===== config.mk =====
export PLATFORM = sky130hd
export DESIGN_NAME = rtc_periodic_irq
export DESIGN_NICKNAME = d
export VERILOG_FILES = /design/src/rtl/rtc_periodic_pkg.sv /design/src/rtl/rtc_per_prescaler.sv /design/src/rtl/rtc_per_tap_edge.sv /design/src/rtl/rtc_per_ctrl.sv /design/src/rtl/rtc_periodic_irq.sv
export SDC_FILE = /design/constraint.sdc
export NUM_CORES = 1
export LEC_CHECK = 0
export CORE_MARGIN = 10
export CORE_UTILIZATION = 50
export DETAILED_ROUTE_END_ITERATION = 10
export PLACE_DENSITY = 0.76
export SLEW_MARGIN = 20
export SYNTH_ARGS = -nofsm -noshare
export SYNTH_HDL_FRONTEND = slang
export SYNTH_HIERARCHICAL = 1
export SYNTH_SLANG_ARGS = --single-unit

===== constraint.sdc =====
create_clock -name clk -period 3.8 [get_ports clk]
set_input_delay 0.57 -clock clk [delete_from_list [all_inputs] [get_ports clk]]
set_output_delay 0.57 -clock clk [all_outputs]
set_load 0.005 [all_outputs]

===== src/rtl/rtc_periodic_pkg.sv =====
package rtc_periodic_pkg;

    localparam int NUM_RATES = 6;
    localparam int CODE_W    = 3;

    typedef logic [CODE_W-1:0] rate_code_t;

    // Rate codes 1..NUM_RATES are live; 0 and 7 are disabled.
    function automatic logic code_is_live(input rate_code_t code);
        return (code != '0) && (int'(code) <= NUM_RATES);
    endfunction

    // Prescaler bit used for a given live code.
    function automatic int tap_bit(input int presc_w, input int code);
        int pos;
        if (code <= 4)
            pos = presc_w - 9 + 2 * (code - 1);
        else if (code == 5)
            pos = presc_w - 2;
        else
            pos = presc_w - 1;
        return pos;
    endfunction

endpackage


===== src/rtl/rtc_per_prescaler.sv =====
module rtc_per_prescaler #(
    parameter int PRESC_W = 15
) (
    input  logic               clk,
    input  logic               rst_n,
    input  logic               tick_en,
    input  logic               clr,
    output logic [PRESC_W-1:0] cnt
);

    typedef struct packed {
        logic [PRESC_W-1:0] cnt;
    } presc_state_t;

    presc_state_t st_d, st_q;

    always_comb begin
        st_d = st_q;
        if (clr)
            st_d.cnt = '0;
        else if (tick_en)
            st_d.cnt = st_q.cnt + 1'b1;
    end

    always_ff @(posedge clk or negedge rst_n) begin
        if (!rst_n)
            st_q <= '0;
        else
            st_q <= st_d;
    end

    assign cnt = st_q.cnt;

endmodule


===== src/rtl/rtc_per_tap_edge.sv =====
module rtc_per_tap_edge
    import rtc_periodic_pkg::*;
#(
    parameter int PRESC_W = 15
) (
    input  logic               clk,
    input  logic               rst_n,
    input  logic [PRESC_W-1:0] cnt,
    input  rate_code_t         code,
    output logic               edge_hit
);

    typedef struct packed {
        logic [NUM_RATES-1:0] taps_prev;
    } edge_state_t;

    edge_state_t st_d, st_q;
    logic [NUM_RATES-1:0] taps;
    logic [NUM_RATES-1:0] rises;
    rate_code_t           idx;

    for (genvar g = 0; g < NUM_RATES; g++) begin : g_tap
        localparam int POS = tap_bit(PRESC_W, g + 1);
        assign taps[g] = cnt[POS];
    end

    always_comb begin
        st_d           = st_q;
        st_d.taps_prev = taps;
        rises          = taps & ~st_q.taps_prev;
        idx            = code - 1'b1;
        edge_hit       = 1'b0;
        if (code_is_live(code))
            edge_hit = rises[idx];
    end

    always_ff @(posedge clk or negedge rst_n) begin
        if (!rst_n)
            st_q <= '0;
        else
            st_q <= st_d;
    end

endmodule


===== src/rtl/rtc_per_ctrl.sv =====
module rtc_per_ctrl
    import rtc_periodic_pkg::*;
(
    input  logic       clk,
    input  logic       rst_n,
    input  logic       wr,
    input  logic [7:0] wdata,
    input  logic       edge_hit,
    output rate_code_t code,
    output logic [7:0] rdata,
    output logic       pulse,
    output logic       irq
);

    typedef struct packed {
        logic       flag;
        rate_code_t code;
        logic       pulse;
        logic       irq;
    } ctrl_state_t;

    ctrl_state_t st_d, st_q;
    logic        unused_low_bits;

    assign unused_low_bits = ^wdata[3:0];

    always_comb begin
        st_d       = st_q;
        st_d.pulse = edge_hit;
        if (wr) begin
            st_d.code = wdata[6:4];
            if (!wdata[7])
                st_d.flag = 1'b0;
        end
        if (edge_hit)
            st_d.flag = 1'b1;
        st_d.irq = st_d.flag && code_is_live(st_d.code);
    end

    always_ff @(posedge clk or negedge rst_n) begin
        if (!rst_n)
            st_q <= '0;
        else
            st_q <= st_d;
    end

    assign code  = st_q.code;
    assign rdata = {st_q.flag, st_q.code, 4'b0000};
    assign pulse = st_q.pulse;
    assign irq   = st_q.irq;

endmodule


===== src/rtl/rtc_periodic_irq.sv =====
module rtc_periodic_irq
    import rtc_periodic_pkg::*;
#(
    parameter int PRESC_W = 15
) (
    input  logic       clk,
    input  logic       rst_n,
    input  logic       tick_en,
    input  logic       presc_clr,
    input  logic       cfg_wr,
    input  logic [7:0] cfg_wdata,
    output logic [7:0] ctl_rdata,
    output logic       per_pulse,
    output logic       irq
);

    logic [PRESC_W-1:0] cnt;
    rate_code_t         code;
    logic               edge_hit;

    rtc_per_prescaler #(.PRESC_W(PRESC_W)) i_presc (
        .clk     (clk),
        .rst_n   (rst_n),
        .tick_en (tick_en),
        .clr     (presc_clr),
        .cnt     (cnt)
    );

    rtc_per_tap_edge #(.PRESC_W(PRESC_W)) i_edge (
        .clk      (clk),
        .rst_n    (rst_n),
        .cnt      (cnt),
        .code     (code),
        .edge_hit (edge_hit)
    );

    rtc_per_ctrl i_ctrl (
        .clk      (clk),
        .rst_n    (rst_n),
        .wr       (cfg_wr),
        .wdata    (cfg_wdata),
        .edge_hit (edge_hit),
        .code     (code),
        .rdata    (ctl_rdata),
        .pulse    (per_pulse),
        .irq      (irq)
    );

endmodule


==> qor.yml <==
status:
  status: "complete, no violations"
yosys:
  synth_compound_area_share_pct: 10.7
  ys_seq_elements: 27
  synth_area_per_cell_sq_um: 10.8
  ys_seq_area_share_pct: 49.0
  synth_xor_area_share_pct: 3.18
  yosys.area_share.simple_pct: 19.1
  synthAdderAreaFrac_pct: 3.63
  syn-cell-area_sq_um: 1380
  synth_top_family_by_area: "simple AND/OR/NAND/NOR gates"
  ys_types: 36
  synth_mux_area_share_pct: 6.99
  yosysWarnings: 6
  netlist_instances: 128
min_path:
  hold_path_class: "register to register"
  hp-start: "i_presc/cnt[14]"
  hold_end: "i_edge/st_q[5]"
  worstHoldPathCells: 0
critical_path:
  reg2reg_from: "i_ctrl/code[0]"
  r2r_slack_ns: 1.84
  slowest_delay_ns: 0.64
  worstSetupEndpointType: "register"
  critical_path_class: "primary input to register"
  worstPathCellList: "clkdlybuf4s50_1 > o2111ai_4 > nor4_1 > mux2_1"
  worstPathRequired_ns: 4.02
  critPathSlowestCell: "clkdlybuf4s50_1"
  crit_path_max_fanout: 16
  r2r-end: "i_ctrl/irq"
  crit_buf_inv: 1
  critPathTopFamily: "buffers and inverters"
  cp.arrival_ns: 2.24
  reg2regPathDepth: 8
  crit_path_start_kind: "primary input"
sta:
  finalSetupViolCount: 0
  period_needed_ns: 2.02
  tns_ns: 0
  rsz0062_at_grt: "false"
  fin_skew_ns: 0.0122
  finalWorstSetupSlack_ns: 1.78
  drv_slew: 0
  hold_viol: 0
  period_share_pct: 53.3
  clock.fmax_mhz: 494
floorplan:
  start_util_pct: 54.2
  row_count: 18
  die_y_microns: 72.5
  core_area_sq_um: 2540
  num_io_pins: 23
  die_x_microns: 72.5
  die-area_sq_um: 5260
place:
  dp_slack_ns: 1.42
  dpl.hpwl_mm: 1.83
  gp_congestion: 0.746
  io_buffer_count: 14
global_routing:
  antenna_found_initial: 0
  grt_pass1_wl_mm: 4.60
  overflow: 0
  grt_pass1_vias: 1005
  grt_max_degree: 28
  grt_usage_pct: 10.3
cts:
  cts_resized: 0
  cts_setup_buffers: 0
  path_clk_slew_ns: 0.14
  htreeDepth: 1
  ctsLongestPathBuffers: 2
  clock_latency_ns: 0.32
  numClockSinks: 27
  ctsHoldBuffers: 0
  numCtsBuffers: 3
  cts-root-buf: "clkbuf_4"
  cts_tree: "yes"
layout:
  num-fill-cells: 218
  antenna_cells: 0
  drive_above_1_share_pct: 8.57
  area_growth_pct: 11.3
  nets: 158
flow_run:
  drv_cap: 0
routing:
  drt_iter0_markers: 39
  drt_wl_total_mm: 2.38
  vias_per_cell: 5.50
  drt_pass1_iterations: 4
  vias: 935
  drtAntennaViolNets: 0
  drcViolationCount: 0
  wl_per_cell_microns: 14.0
power_and_ir_drop:
  power.density_nw_per_um2: 334
  power_mw: 0.513
  vdd_drop_max_mv: 0.264
  leakagePower_nw: 0.652
worst reg2reg max path, cell delays in order, from the launching register on:
cell	delay, ns
dfrtp_1	0.54
inv_1	0.13
ha_1	0.23
xnor2_1	0.28
a221o_1	0.17
nand3_1	0.07
a21boi_1	0.23
a21o_1	0.13
and3_1	0.14
metal layers:
metal | GRT usage [%] | share of wire, %
met4 | 2.53 | 0.42
met5 | 0 | 0
met1 | 12.8 | 46
met2 | 17.6 | 50
met3 | 2.31 | 3.5
state kept, by name, summed over array words and instances, names as in the netlist:
| name | cells |
|---|---|
| i_ctrl/irq | 1 |
| i_ctrl/pulse | 1 |
| i_ctrl/code | 3 |
| i_presc/cnt | 15 |
| i_ctrl/rdata | 1 |
| i_edge/st_q | 6 |
metrics by stage:
step,instance area (sq um),instances,utilization (%),hold slack [ns]
after floorplan,1390,131,-,0.274
after global placement,1500,166,59.1,0.409
after detailed placement,1500,166,59.1,0.420
after CTS,1530,170,60.3,0.466
after global routing,1530,170,60.3,0.502
final,1530,170,60.3,0.460
report_power, final:
part	internal (mW)	switching, mW
sequential	0.300	0.0120
clock	0.0401	0.0793
combinational	0.0469	0.0345
total	0.387	0.126
how the worst max path moves through the flow:
stage                        start              end  slack, ns  cells past startpoint
detailed placement         tick_en  i_presc/cnt[14]       1.42                      4
global route               tick_en  i_presc/cnt[14]       1.63                      4
global placement           tick_en  i_presc/cnt[14]       1.46                      4
CTS                        tick_en  i_presc/cnt[14]       1.78                      4
finish                     tick_en  i_presc/cnt[14]       1.78                      4
floorplan           i_ctrl/code[0]       i_ctrl/irq       2.12                      8
cells by family after synthesis:
kind of cell             Yosys count
XOR/XNOR                           5
other                              1
multiplexers                       8
flip-flops                        27
buffers and inverters             16
AO/OA/AOI/OAI                     20
adder cells (fa/ha/maj)            4
AND/OR/NAND/NOR                   47
cell type report:
| class | count | area, sq um | area share [%] |
|---|---|---|---|
| clock buffer | 3 | 22.5 | 1.47 |
| inverter | 5 | 18.8 | 1.22 |
| sequential | 27 | 676 | 44.0 |
| multi-input combinational | 88 | 617 | 40.2 |
| tap | 30 | 37.5 | 2.45 |
| clock inverter | 1 | 7.51 | 0.489 |
| timing repair buffer | 16 | 155 | 10.1 |
Yosys cell counts (all sizes together):
master,n,share of area (%)
o31ai,3,1.6
a21o,1,0.54
conb,1,0.27
nand2,5,1.4
o2111ai,1,1.9
inv,5,1.4
or2b,1,0.54
ha,4,3.6
nor4,4,2.3
a32o,1,0.73
and3,1,0.45
nor2,12,3.3
nand3b,2,1.1
or4,3,1.6
xnor2,2,1.3
dfrtp,27,49
nand3,5,2.2
a21oi,6,2.2
buf,9,5.2
or3,4,1.8
nor2b,4,1.8
o21ai,5,1.8
clkbuf,2,0.54
xor2,3,1.9
o311ai,1,0.64
a221o,1,0.73
mux2i,1,0.73
a21boi,1,0.54
nand4,6,2.7
mux2,7,6.3
cells in the final DEF, fill, tap and decap left out, types with 4 or more instances in the layout:
cell type,Yosys,final
clkdlybuf4s50_1,0,14
a21oi_1,6,6
nand3_1,4,4
nor2b_1,4,4
nand4_1,6,6
or3_1,4,4
ha_1,4,4
inv_1,5,5
nand2_1,5,5
mux2_1,4,4
dfrtp_1,27,27
conb_1,1,4
nor2_1,12,12
Power figures use the tool's default switching activity.
